[config.mk]
export PLATFORM = sky130hd
export DESIGN_NAME = phy_mgmt_responder
export DESIGN_NICKNAME = d
export VERILOG_FILES = /design/src/rtl/phy_mgmt_pkg.sv /design/src/rtl/phy_reg_store.sv /design/src/rtl/phy_read_view.sv /design/src/rtl/phy_link_track.sv /design/src/rtl/phy_mgmt_responder.sv
export SDC_FILE = /design/constraint.sdc
export NUM_CORES = 1
export LEC_CHECK = 0
export ABC_AREA = 1
export BUFFER_PORTS_ARGS = -buffer_cell sky130_fd_sc_hd__buf_2
export CORE_MARGIN = 2
export CORE_UTILIZATION = 23
export DETAILED_ROUTE_END_ITERATION = 8
export GPL_ROUTABILITY_DRIVEN = 0
export GPL_TIMING_DRIVEN = 0
export HOLD_SLACK_MARGIN = 0.05
export SYNTH_ARGS = -nofsm -noshare
export SYNTH_HDL_FRONTEND = slang
export SYNTH_SLANG_ARGS = --single-unit
[constraint.sdc]
create_clock -name clk_i -period 3.6 [get_ports clk_i]
set_input_delay 0.18 -clock clk_i [delete_from_list [all_inputs] [get_ports clk_i]]
set_output_delay 0.18 -clock clk_i [all_outputs]
set_load 0.01 [all_outputs]
[src/rtl/phy_mgmt_pkg.sv]
package phy_mgmt_pkg;
  localparam int unsigned REG_AW = 5;
  localparam int unsigned DATA_W = 16;

  typedef logic [REG_AW-1:0] reg_idx_t;
  typedef logic [DATA_W-1:0] reg_data_t;

  typedef enum logic [1:0] {
    OP_RSVD0 = 2'b00,
    OP_WR    = 2'b01,
    OP_RD    = 2'b10,
    OP_RSVD3 = 2'b11
  } mgmt_op_e;

  localparam reg_idx_t IDX_STATUS  = 5'd1;
  localparam reg_idx_t IDX_ADV     = 5'd4;
  localparam reg_idx_t IDX_PARTNER = 5'd5;
  localparam reg_idx_t IDX_SPEED   = 5'd17;
  localparam reg_idx_t IDX_DIAG    = 5'd18;

  localparam reg_data_t STATUS_UP    = 16'h782E;
  localparam reg_data_t PARTNER_BASE = 16'h4001;
  localparam reg_data_t PARTNER_MASK = 16'h01E0;
  localparam reg_data_t SPEED_FIXED  = 16'h8000;

  function automatic reg_data_t reg_init(int unsigned idx);
    case (idx)
      0:       return 16'h3100;
      2:       return 16'h0300;
      3:       return 16'hE400;
      4:       return 16'h01E1;
      default: return '0;
    endcase
  endfunction
endpackage

[src/rtl/phy_reg_store.sv]
module phy_reg_store
  import phy_mgmt_pkg::*;
#(
  parameter int unsigned IDX_W = REG_AW
) (
  input  logic      clk_i,
  input  logic      rst_ni,
  input  logic      wr_en_i,
  input  reg_idx_t  wr_idx_i,
  input  reg_data_t wr_data_i,
  input  reg_idx_t  rd_idx_i,
  output reg_data_t rd_data_o,
  output reg_data_t adv_o
);
  localparam int unsigned N_REGS = 1 << IDX_W;

  reg_data_t regs_q [N_REGS];

  always_ff @(posedge clk_i or negedge rst_ni) begin
    if (!rst_ni) begin
      for (int i = 0; i < N_REGS; i++) regs_q[i] <= reg_init(i);
    end else if (wr_en_i) begin
      regs_q[wr_idx_i] <= wr_data_i;
    end
  end

  assign rd_data_o = regs_q[rd_idx_i];
  assign adv_o     = regs_q[IDX_ADV];

  // the advertisement word moves only when written
  p_adv_hold_r3: assert property (@(posedge clk_i) disable iff (!rst_ni)
    !(wr_en_i && wr_idx_i == IDX_ADV) |=> $stable(adv_o));
endmodule

[src/rtl/phy_read_view.sv]
module phy_read_view
  import phy_mgmt_pkg::*;
(
  input  reg_idx_t  idx_i,
  input  reg_data_t stored_i,
  input  reg_data_t adv_i,
  input  logic      link_i,
  output reg_data_t view_o
);
  always_comb begin
    case (idx_i)
      IDX_STATUS:  view_o = link_i ? STATUS_UP : '0;
      IDX_PARTNER: view_o = PARTNER_BASE | (adv_i & PARTNER_MASK);
      IDX_SPEED:   view_o = SPEED_FIXED;
      IDX_DIAG:    view_o = link_i ?
                     {4'b0, adv_i[8] | adv_i[6], adv_i[8] | adv_i[7], 10'b0} : '0;
      default:     view_o = stored_i;
    endcase
  end
endmodule

[src/rtl/phy_link_track.sv]
module phy_link_track (
  input  logic clk_i,
  input  logic rst_ni,
  input  logic link_up_i,
  output logic link_o
);
  always_ff @(posedge clk_i or negedge rst_ni) begin
    if (!rst_ni) link_o <= 1'b1;
    else         link_o <= link_up_i;
  end
endmodule

[src/rtl/phy_mgmt_responder.sv]
module phy_mgmt_responder
  import phy_mgmt_pkg::*;
#(
  parameter int unsigned PHY_ADDR = 7
) (
  input  logic        clk_i,
  input  logic        rst_ni,
  input  logic        link_up_i,
  input  logic        req_valid_i,
  input  logic [4:0]  req_phy_i,
  input  logic [4:0]  req_reg_i,
  input  logic [1:0]  req_op_i,
  input  logic [15:0] req_wdata_i,
  output logic        rsp_done_o,
  output logic [15:0] rsp_rdata_o,
  output logic        rsp_bad_op_o
);
  localparam reg_idx_t OWN_ADDR = REG_AW'(PHY_ADDR);

  logic      addr_hit, is_wr, is_rd, link_q;
  reg_data_t stored, adv, view;

  assign addr_hit = (req_phy_i == OWN_ADDR);
  assign is_wr    = (req_op_i == OP_WR);
  assign is_rd    = (req_op_i == OP_RD);

  phy_link_track u_link (
    .clk_i     (clk_i),
    .rst_ni    (rst_ni),
    .link_up_i (link_up_i),
    .link_o    (link_q)
  );

  phy_reg_store #(.IDX_W(REG_AW)) u_store (
    .clk_i     (clk_i),
    .rst_ni    (rst_ni),
    .wr_en_i   (req_valid_i && addr_hit && is_wr),
    .wr_idx_i  (req_reg_i),
    .wr_data_i (req_wdata_i),
    .rd_idx_i  (req_reg_i),
    .rd_data_o (stored),
    .adv_o     (adv)
  );

  phy_read_view u_view (
    .idx_i    (req_reg_i),
    .stored_i (stored),
    .adv_i    (adv),
    .link_i   (link_q),
    .view_o   (view)
  );

  always_ff @(posedge clk_i or negedge rst_ni) begin
    if (!rst_ni) begin
      rsp_done_o   <= 1'b0;
      rsp_bad_op_o <= 1'b0;
      rsp_rdata_o  <= '0;
    end else begin
      rsp_done_o   <= req_valid_i;
      rsp_bad_op_o <= req_valid_i && !(is_wr || is_rd);
      if (req_valid_i && is_rd) rsp_rdata_o <= addr_hit ? view : 16'hFFFF;
    end
  end

  p_done_follows_req_r2: assert property (@(posedge clk_i) disable iff (!rst_ni)
    req_valid_i |=> rsp_done_o);
  p_no_stray_done_r2: assert property (@(posedge clk_i) disable iff (!rst_ni)
    !req_valid_i |=> !rsp_done_o);
  p_bad_op_with_done_r9: assert property (@(posedge clk_i) disable iff (!rst_ni)
    rsp_bad_op_o |-> rsp_done_o);
  p_rdata_hold_r10: assert property (@(posedge clk_i) disable iff (!rst_ni)
    !(req_valid_i && req_op_i == OP_RD) |=> $stable(rsp_rdata_o));
  p_foreign_read_r8: assert property (@(posedge clk_i) disable iff (!rst_ni)
    (req_valid_i && req_op_i == OP_RD && req_phy_i != OWN_ADDR)
      |=> rsp_rdata_o == 16'hFFFF);
  p_speed_fixed_r6: assert property (@(posedge clk_i) disable iff (!rst_ni)
    (req_valid_i && req_op_i == OP_RD && req_phy_i == OWN_ADDR
     && req_reg_i == IDX_SPEED) |=> rsp_rdata_o == 16'h8000);
  p_status_down_r4: assert property (@(posedge clk_i) disable iff (!rst_ni)
    (req_valid_i && req_op_i == OP_RD && req_phy_i == OWN_ADDR
     && req_reg_i == IDX_STATUS && !link_q) |=> rsp_rdata_o == 16'h0000);
endmodule

==> out/metrics.yaml, run 1 <==
critical_path:
  critPathMaxStageDelay_ps: 530
  endpoint_kind: "register"
  cp-startpoint: "req_reg_i[4]"
  worstPathCellList: "dlygate4sd3_1, buf_4, clkinv_1, nand3_1, nor2_1, nand2_1, clkbuf_1, o21ai_0"
  slowest_stage: "dlygate4sd3_1"
  crit_path_max_fanout: 10
  worstPathRequired_ps: 4100
  cp_top_family: "buffers and inverters"
  worst_ep_arrival_time_ps: 2670
  r2r-start: "u_store.regs_q[80]$_DFFE_PN0P_"
  crit_buf_inv: 4
  cp-start-kind: "primary input"
  crit_type: "in2reg"
power_and_ir_drop:
  p_int_mw: 9.32
  p_leak_nw: 13.1
  p_sw_share_pct: 26.1
  power_mw: 12.6
  power.density_mw_per_mm2: 444
  peakVddDrop_uv: 436
  p_comb_share_pct: 7.3
  sequentialPowerShare_pct: 47.7
  clkPwrFrac_pct: 45.0
  power.switching_mw: 3.30
synthesis:
  postSynthAreaPerCell_um2: 7.75
  synth_edf_count: 0
  ys_types: 27
  ys_warn_count: 0
  synthesis.area_mm2: 0.0244
  syn_inst: 3148
  ys.flop_type: "dfrtp_1"
  async_reset_ff_share_pct: 100
  syn_nets: 3182
  seq_area_frac_synth_pct: 54.5
  ys_ff_latch: 531
sta:
  setup_violations: 0
  skew_ps: 22.1
  timing.fmax_ghz: 0.461
  drv_slew: 0
  relSlewSlack_pct: 33.9
  period_share_pct: 60.3
  finalCriticalPeriod_ps: 2170
  tightest_slew_ps: 991
  final-hold-violation-count: 0
  rsz0062_at_grt: "no"
  hold_ws_ps: 34.0
grt:
  grt_max_degree: 119
  globalRoute.totalOverflow: 0
  antenna_found_initial: 2
  grtUsageTotal_pct: 17.6
  grt_pass1_vias: 21346
  grt_first_pass_wirelength_um: 143000
finish:
  layout-drive-gt1-share_pct: 7.98
  design_area_mm2: 0.0284
  final_cell_mix: "nand2_1 (1,461), dfrtp_1 (516), o21ai_0 (469), clkbuf_1 (154), nor2_1 (137)"
  stdcell_count: 4702
  finalNetCount: 3304
  syn_to_final_growth_pct: 16.3
  postLayoutCoreUtil_pct: 27.0
  final_common_cell: "nand2_1"
die:
  io-pin-count: 50
  core_area_mm2: 0.105
  start_util_pct: 23.2
  dieArea_mm2: 0.109
  rows: 119
  die_y_um: 330
  die_w_um: 330
detailed_routing:
  vias: 23060
  ant_nets: 0
  wl_per_cell_um: 20.7
  drtIter0Drc: 3025
  drcViolationCount: 0
  drt-pass1-iter-count: 7
  via_per_inst: 4.90
  drt_wl_total_um: 97400
clocking:
  cts_sinks: 531
  root_buffer: "clkbuf_16"
  cts.hold.buffers_added: 16
  htreeDepth: 2
  clockBufferDepth: 3
  post_cts_buffers: 0
  cts_tree: "built"
  worstSkewPairLatency_ps: 650
  numCtsBuffers: 54
  cts.repair.resized: 0
  clk_pin_slew_ps: 70
placement:
  dp.cells: 4589
  place_hpwl_um: 68200
  port_buffers: 46
  placed_area_mm2: 0.0265
worst_hold_path:
  hp-start: "req_wdata_i[2]"
  min_path_type: "in2reg"
job:
  maxCapViolations: 0
status:
  status: "finished, final reports clean"
-- cells in the mapped netlist (17+ instances only) --
master / n / area [µm²]
buf_2: 72 / 360
dfrtp_1: 516 / 12900
inv_1: 27 / 101
nand2_1: 1461 / 5480
clkbuf_1: 141 / 529
buf_1: 17 / 63.8
a21oi_1: 28 / 140
nand4_1: 49 / 307
nor2_1: 137 / 514
o21ai_1: 44 / 220
nand3_1: 121 / 606
o21ai_0: 469 / 2350
-- tightest hold or removal path: stages --
cell and delay, ps:
buf_2 80, inv_1 170, o21ai_0 210
-- worst paths after layout --
kind	end	slack [ps]	depth (start not counted)
worst max register to register	rsp_rdata_o[0]$_DFFE_PN0P_	1960	8
worst min register to register	u_store.regs_q[211]$_DFFE_PN0P_	480	2
min in group asynchronous	u_store.regs_q[24]$_DFFE_PN0P_	210	2
worst max-delay path	u_store.regs_q[289]$_DFFE_PN0P_	1430	8
worst min-delay path	u_store.regs_q[482]$_DFFE_PN0P_	30	3
max in group asynchronous	u_store.regs_q[457]$_DFFE_PN0P_	1840	4
-- power by group through the flow --
stage / sequential, mW / clock, mW / combinational, mW
2_1_floorplan: 6.13 / 0 / 0.336
3_3_place_gp: 6.13 / 0 / 0.856
3_5_place_dp: 6.13 / 0 / 0.874
4_1_cts: 6.02 / 5.70 / 0.890
5_1_grt: 6.02 / 5.94 / 0.954
6_report: 6.02 / 5.67 / 0.921
-- metrics by stage --
stage | setup slack [ps] | TNS (ps)
3_5_place_dp | 1070 | 0
6_report | 1430 | 0
2_1_floorplan | 2190 | 0
5_1_grt | 1430 | 0
3_3_place_gp | -8950 | -4660470
4_1_cts | 1640 | 0
-- registers in the layout, indices dropped and copies added (netlist names) --
signal / count
rsp_bad_op_o: 1
rsp_done_o: 1
rsp_rdata_o: 16
u_link.link_o: 1
u_store.adv_o: 16
u_store.regs_q: 496
-- layout make-up --
type                    count  area [µm²]
fillers                 11479       76900
flip-flops and latches    531       13300
multi-input cells        2333        9870
well taps                1391        1740
clock buffers              82        1620
plain buffers             247        1100
repair buffers             66         510
inverters                  37         139
clock inverters            13         114
diodes                      2        5.00
-- logic make-up after synthesis --
kind of cell    share of synthesized area (%)
compound gates                           11.1
fa+ha+maj                               0.103
buf+inv                                  5.06
flops                                    54.5
simple gates                             29.2
-- metal layers --
layer | global-route usage, % | share of wire, % | vias to the layer above
met2 | 26.6 | 43 | 1336
met5 | 0 | 0 | -
met3 | 3.46 | 10 | 266
li1 | - | - | 10282
met1 | 23.8 | 41 | 11176
met4 | 9.31 | 5.8 | 0
Power figures use the tool's default switching activity.
==> run 2, diff against run 1 <==
==> constraint.sdc (replaced) <==
create_clock -name clk_i -period 1.8 [get_ports clk_i]
set_input_delay 0.09 -clock clk_i [delete_from_list [all_inputs] [get_ports clk_i]]
set_output_delay 0.09 -clock clk_i [all_outputs]
set_load 0.01 [all_outputs]
==> run 2 against run 1 <==
Compared with the run above: the run now ends with negative setup slack left; final cell count is 0.17% higher; worst hold slack gained 21 ps; routed wire length up 0.38%; sequential power up 99%; global-route usage increased by 0.085 points; sequential cell count did not move; largest power group unchanged.
==> out/metrics.yaml, run 2 (synthesized netlist as in run 1, its figures left out) <==
status:
  status: "finished with violations"  # was finished, final reports clean
  violations: "negative setup slack"
finish:
  top_register: "u_store.regs_q"  # unchanged
  ff_latch_area_mm2: 0.0133  # unchanged
  final_cell_mix: "nand2_1 (1,461), dfrtp_1 (516), o21ai_0 (469), clkbuf_1 (152), nor2_1 (135)"  # was nand2_1 (1,461), dfrtp_1 (516), o21ai_0 (469), clkbuf_1 (154), nor2_1 (137)
  multi_input_area_mm2: 0.00987  # about the same
  num-fill-cells: 11468  # was 11,479
  stdcell_count: 4710  # was 4,702
  largest_reg_flops: 496  # unchanged
  layout-drive-gt1-share_pct: 8.08  # was 7.98%
  design_area_mm2: 0.0285  # was 0.0284 mm²
  final_common_cell: "nand2_1"  # unchanged
  finalNetCount: 3313  # was 3,304
  postLayoutCoreUtil_pct: 27.1  # was 27.0%
  syn_to_final_growth_pct: 16.8  # was 16.3%
placement:
  placed_area_mm2: 0.0265  # unchanged
  dp_slack_ps: -645  # was 1070 ps
  port_buffers: 46  # unchanged
  dp.cells: 4589  # unchanged
  place_hpwl_um: 68200  # unchanged
job:
  maxCapViolations: 0  # unchanged
grt:
  globalRoute.totalOverflow: 0  # unchanged
  grt_first_pass_wirelength_um: 144000  # was 143,000 µm
  antenna_found_initial: 2  # unchanged
  grt_max_degree: 119  # unchanged
  grt_pass1_vias: 21478  # was 21,346
  grtUsageTotal_pct: 17.7  # was 17.6%
detailed_routing:
  drt-pass1-iter-count: 6  # was 7
  vias: 23076  # was 23,060
  drcViolationCount: 0  # unchanged
  wl_per_cell_um: 20.8  # was 20.7 µm
  drt_wl_total_um: 97800  # was 97,400 µm
  via_per_inst: 4.90  # about the same
  drtIter0Drc: 3176  # was 3,025
  ant_nets: 0  # unchanged
clocking:
  root_buffer: "clkbuf_16"  # unchanged
  cts_sinks: 531  # unchanged
  clk_pin_slew_ps: 60  # was 70 ps
  clockBufferDepth: 3  # unchanged
  cts_tree: "built"  # unchanged
  numCtsBuffers: 54  # unchanged
  post_cts_buffers: 0  # unchanged
  worstSkewPairLatency_ps: 640  # was 650 ps
  htreeDepth: 2  # unchanged
sta:
  hold_ws_ps: 54.5  # was 34.0 ps
  finalCriticalPeriod_ps: 1830
  timing.fmax_ghz: 0.546
  tightest_slew_ps: 996  # was 991 ps
  setup_tns_ps: -100  # was 0 ps
  fin_ws_ps: -32.9  # was 1430 ps
  final-hold-violation-count: 0  # unchanged
  drv_slew: 0  # unchanged
  rsz0062_at_grt: "no"  # unchanged
  skew_ps: 14.6  # was 22.1 ps
  relSlewSlack_pct: 33.6  # was 33.9%
  setup_violations: 5  # was 0
  period_share_pct: 102
critical_path:
  worst_ep_arrival_time_ps: 2380  # was 2670 ps
  crit_path_max_fanout: 10  # unchanged
  endpoint_kind: "register"  # unchanged
  r2r_setup_slack_ps: 180  # was 1960 ps
  r2r-start: "u_store.regs_q[64]$_DFFE_PN0P_"  # was u_store.regs_q[80]$_DFFE_PN0P_
  cp-start-kind: "primary input"  # unchanged
  worstPathRequired_ps: 2340  # was 4100 ps
  crit_type: "in2reg"  # unchanged
  r2r_end: "rsp_rdata_o[0]$_DFFE_PN0P_"  # unchanged
  r2r_cells: 8  # unchanged
power_and_ir_drop:
  p_leak_nw: 13.2  # was 13.1 nW
  power.density_mw_per_mm2: 885  # was 444 mW/mm²
  power_mw: 25.2  # was 12.6 mW
  peakVddDrop_uv: 868  # was 436 µV
die:
  io-pin-count: 50  # unchanged
  die_y_um: 330  # unchanged
  start_util_pct: 23.2  # unchanged
  dieArea_mm2: 0.109  # unchanged
  core_area_mm2: 0.105  # unchanged
  rows: 119  # unchanged
  die_w_um: 330  # unchanged
worst_hold_path:
  min_path_type: "in2async"  # was in2reg
run 2: metal layers:
layer,track usage (%),up-vias,share of wire [%]
li1,-,10310,-
met1,23.8,11184,41
met2,26.5,1301,43
met3,3.72,281,10
met4,9.72,0,6.3
met5,0,-,0
run 2: report_power, final:
| part | internal, mW | switching (mW) | total [mW] |
|---|---|---|---|
| Sequential | 12.0 | 0.0386 | 12.0 |
| Combinational | 0.333 | 1.54 | 1.87 |
| Clock | 6.32 | 4.99 | 11.3 |
| Total | 18.7 | 6.57 | 25.2 |
run 2: critical path, cell delays in order:
cell,delay [ps]
buf_2,110
buf_4,190
nand2_2,250
inv_4,250
buf_2,370
nand2_1,80
nand4_1,170
nand3_1,240
nand2_1,240
nand3_1,170
a21oi_1,180
run 2: worst max path at each step:
stage / cells past startpoint / slack (ps) / from / endpoint
finish: 11 / -30 / req_reg_i[0] / rsp_rdata_o[1]$_DFFE_PN0P_
global route: 10 / 1 / req_reg_i[0] / rsp_rdata_o[7]$_DFFE_PN0P_
CTS: 10 / 6 / req_reg_i[0] / rsp_rdata_o[7]$_DFFE_PN0P_
detailed placement: 13 / -640 / req_reg_i[0] / rsp_rdata_o[7]$_DFFE_PN0P_
global placement: 1 / -10660 / rst_ni / u_store.regs_q[197]$_DFFE_PN0P_
floorplan: 8 / 480 / req_op_i[1] / u_store.regs_q[485]$_DFFE_PN0P_
run 2: final cells by class:
type,instances,share of cell area (%)
clock buffers,82,5.67
inverters,37,0.496
diodes,1,0.00878
clock inverters,13,0.399
multi-input cells,2333,34.6
repair buffers,75,2.13
flip-flops and latches,531,46.7
plain buffers,247,3.90
well taps,1391,6.10
run 2: what timing repair did:
action	CTS	global route
hold buffers	25	0
pin swaps	0	0
endpoints found under the hold margin	143	0
gates resized for setup	1	14
endpoints found under the setup margin	1	266
==> run 3, diff against run 2 <==
--- a/config.mk
+++ b/config.mk
@@ -15,4 +15,5 @@
 export HOLD_SLACK_MARGIN = 0.05
 export SYNTH_ARGS = -nofsm -noshare
 export SYNTH_HDL_FRONTEND = slang
+export SYNTH_HIERARCHICAL = 1
 export SYNTH_SLANG_ARGS = --single-unit
==> run 3 against run 2 <==
Compared with the run above: the run ends with negative hold slack, negative setup slack left; sequential power about the same; fmax is 1.0% higher; non-clock buffer count rose by 32; sequential cell count unchanged; final area increased by 6.2%; critical path depth increased by 7; clock power up 14%; register-to-register slack worse by 180 ps; worst hold slack worse by 640 ps; worst setup slack improved by 18 ps; critical path type unchanged; largest power group is now clock.
==> out/metrics.yaml, run 3 <==
grt:
  grtUsageTotal_pct: 16.8  # was 17.7%
  grt_pass1_vias: 21682  # was 21,478
  antenna_found_initial: 2  # unchanged
  grt_first_pass_wirelength_um: 141000  # was 144,000 µm
  globalRoute.totalOverflow: 0  # unchanged
  grt_max_degree: 107  # was 119
clocking:
  worstSkewPairLatency_ps: 660  # was 640 ps
  clockBufferDepth: 3  # unchanged
  root_buffer: "clkbuf_16"  # unchanged
  clk_pin_slew_ps: 70  # was 60 ps
  htreeDepth: 2  # unchanged
  numCtsBuffers: 55  # was 54
  cts_sinks: 531  # unchanged
  cts_tree: "built"  # unchanged
finish:
  postLayoutCoreUtil_pct: 28.3  # was 27.1%
  final_cell_mix: "nand2_1 (1,169), dfrtp_1 (516), o21ai_0 (421), nand3_1 (329), clkbuf_1 (121)"  # was nand2_1 (1,461), dfrtp_1 (516), o21ai_0 (469), clkbuf_1 (152), nor2_1 (135)
  num-fill-cells: 11536  # was 11,468
  syn_to_final_growth_pct: 22.1  # was 16.8%
  design_area_mm2: 0.0303  # was 0.0285 mm²
  top_register: "u_store/regs_q"  # was u_store.regs_q
  multi_input_area_mm2: 0.0107  # was 0.00987 mm²
  ff_latch_area_mm2: 0.0133  # unchanged
  final_common_cell: "nand2_1"  # unchanged
  antenna-diode-count: 0  # was 1
  largest_reg_flops: 496  # unchanged
  finalNetCount: 3355  # was 3,313
  layout-drive-gt1-share_pct: 15.3  # was 8.08%
sta:
  drv_slew: 0  # unchanged
  setup_violations: 1  # was 5
  tightest_slew_ps: 1130  # was 996 ps
  final-hold-violation-count: 224  # was 0
  hold_ws_ps: -584  # was 54.5 ps
  timing.fmax_ghz: 0.551  # was 0.546 GHz
  relSlewSlack_pct: 24.6  # was 33.6%
  fin_ws_ps: -14.7  # was -32.9 ps
  finalCriticalPeriod_ps: 1810  # was 1830 ps
  rsz0062_at_grt: "yes"  # was no
  skew_ps: 50.1  # was 14.6 ps
  period_share_pct: 101  # was 102%
die:
  start_util_pct: 23.2  # about the same
  rows: 120  # was 119
  dieArea_mm2: 0.111  # was 0.109 mm²
  die_w_um: 332  # was 330 µm
  core_area_mm2: 0.107  # was 0.105 mm²
  die_y_um: 332  # was 330 µm
  io-pin-count: 50  # unchanged
critical_path:
  endpoint_kind: "register"  # unchanged
  crit_path_max_fanout: 10  # unchanged
  worst_ep_arrival_time_ps: 2400  # was 2380 ps
  cp-start-kind: "primary input"  # unchanged
  worstPathRequired_ps: 2390  # was 2340 ps
  r2r-start: "u_store/regs_q[102]$_DFFE_PN0P_"  # was u_store.regs_q[64]$_DFFE_PN0P_
  cp-startpoint: "req_reg_i[0]"  # unchanged
  crit_type: "in2reg"  # unchanged
power_and_ir_drop:
  peakVddDrop_uv: 822  # was 868 µV
  p_leak_nw: 13.6  # was 13.2 nW
  power.density_mw_per_mm2: 903  # was 885 mW/mm²
synthesis:
  ys_warn_count: 6  # was 0
  syn_inst: 3174  # was 3,148
  postSynthAreaPerCell_um2: 7.82  # was 7.75 µm²
  synthesis.area_mm2: 0.0248  # was 0.0244 mm²
  syn_nets: 3208  # was 3,182
status:
  violations: "negative hold slack, negative setup slack"  # was negative setup slack
  status: "finished with violations"  # unchanged
detailed_routing:
  via_per_inst: 4.91  # was 4.90
  ant_nets: 0  # unchanged
  vias: 23398  # was 23,076
  drt-pass1-iter-count: 6  # unchanged
  drt_wl_total_um: 95900  # was 97,800 µm
  drtIter0Drc: 3134  # was 3,176
  drcViolationCount: 0  # unchanged
  wl_per_cell_um: 20.1  # was 20.8 µm
placement:
  port_buffers: 49  # was 46
  place_hpwl_um: 66400  # was 68,200 µm
  placed_area_mm2: 0.0270  # was 0.0265 mm²
worst_hold_path:
  min_path_type: "in2async"  # unchanged
job:
  maxCapViolations: 0  # unchanged
==> run 3: critical path, cell delays in order <==
cell	delay (ps)
buf_4	180
buf_2	200
buf_4	280
buf_2	300
nand2_1	100
nand3_1	90
nand3_1	130
nand2_1	110
nand2_1	90
nand2_4	150
nand2_4	80
nand2_1	130
nand4_1	130
nand2_1	100
nor2_1	50
nand3_1	70
nand2_1	50
inv_1	50
==> run 3: per-layer routing <==
layer / up-vias / share of wire [%] / track usage (%)
met5: - / 0.017 / 0
met4: 2 / 3.9 / 6.42
met3: 221 / 11 / 4.74
met2: 1204 / 43 / 25.0
met1: 11404 / 43 / 23.2
li1: 10567 / - / -
==> run 3: power by group <==
part	switching (mW)	leakage, nW	internal [mW]	total, mW
Sequential	0.0401	7.28	12.0	12.0
Combinational	1.84	5.34	0.558	2.39
Clock	5.24	0.992	7.66	12.9
Total	7.12	13.6	20.2	27.3
==> run 3: worst paths after layout <==
check	slack, ps	end	cells past startpoint
worst max-delay path	-10	rsp_rdata_o[6]$_DFFE_PN0P_	18
worst min-delay path	-580	u_store/regs_q[290]$_DFFE_PN0P_	1
worst max register to register	0	rsp_rdata_o[6]$_DFFE_PN0P_	14
worst min register to register	480	u_store/regs_q[117]$_DFFE_PN0P_	2
max in group asynchronous	600	u_store/regs_q[139]$_DFFE_PN0P_	4
min in group clk_i	-220	rsp_rdata_o[8]$_DFFE_PN0P_	5
==> run 3: metrics by stage <==
step                      std cells  setup TNS [ps]  power (mW)  setup WS, ps
after global placement         4626        -5985760        14.3        -10740
final                          4770           -14.7        27.3         -14.7
after CTS                      4763            -415        27.3          -139
after global routing           4770            -503        28.1         -66.8
after detailed placement       4631         -421250        14.4         -1440
after floorplan                3174               0        13.2           111
==> run 3: cell type report <==
cell class                 count  area share [%]
buffer                       264            4.66
clock buffer                  72            5.09
clock inverter                31            1.66
inverter                      76           0.942
multi-input combinational   2303            35.3
sequential                   531            43.9
tap                         1403            5.80
timing repair buffer          90            2.61
==> run 3: timing repair <==
item | 4_1_cts | 5_1_grt
gates resized for setup | 77 | 243
setup endpoints to repair | 382 | 46
endpoints found under the hold margin | 309 | 102
hold buffers | 20 | 1
buffers inserted | 9 | 6
pin swaps | 5 | 73
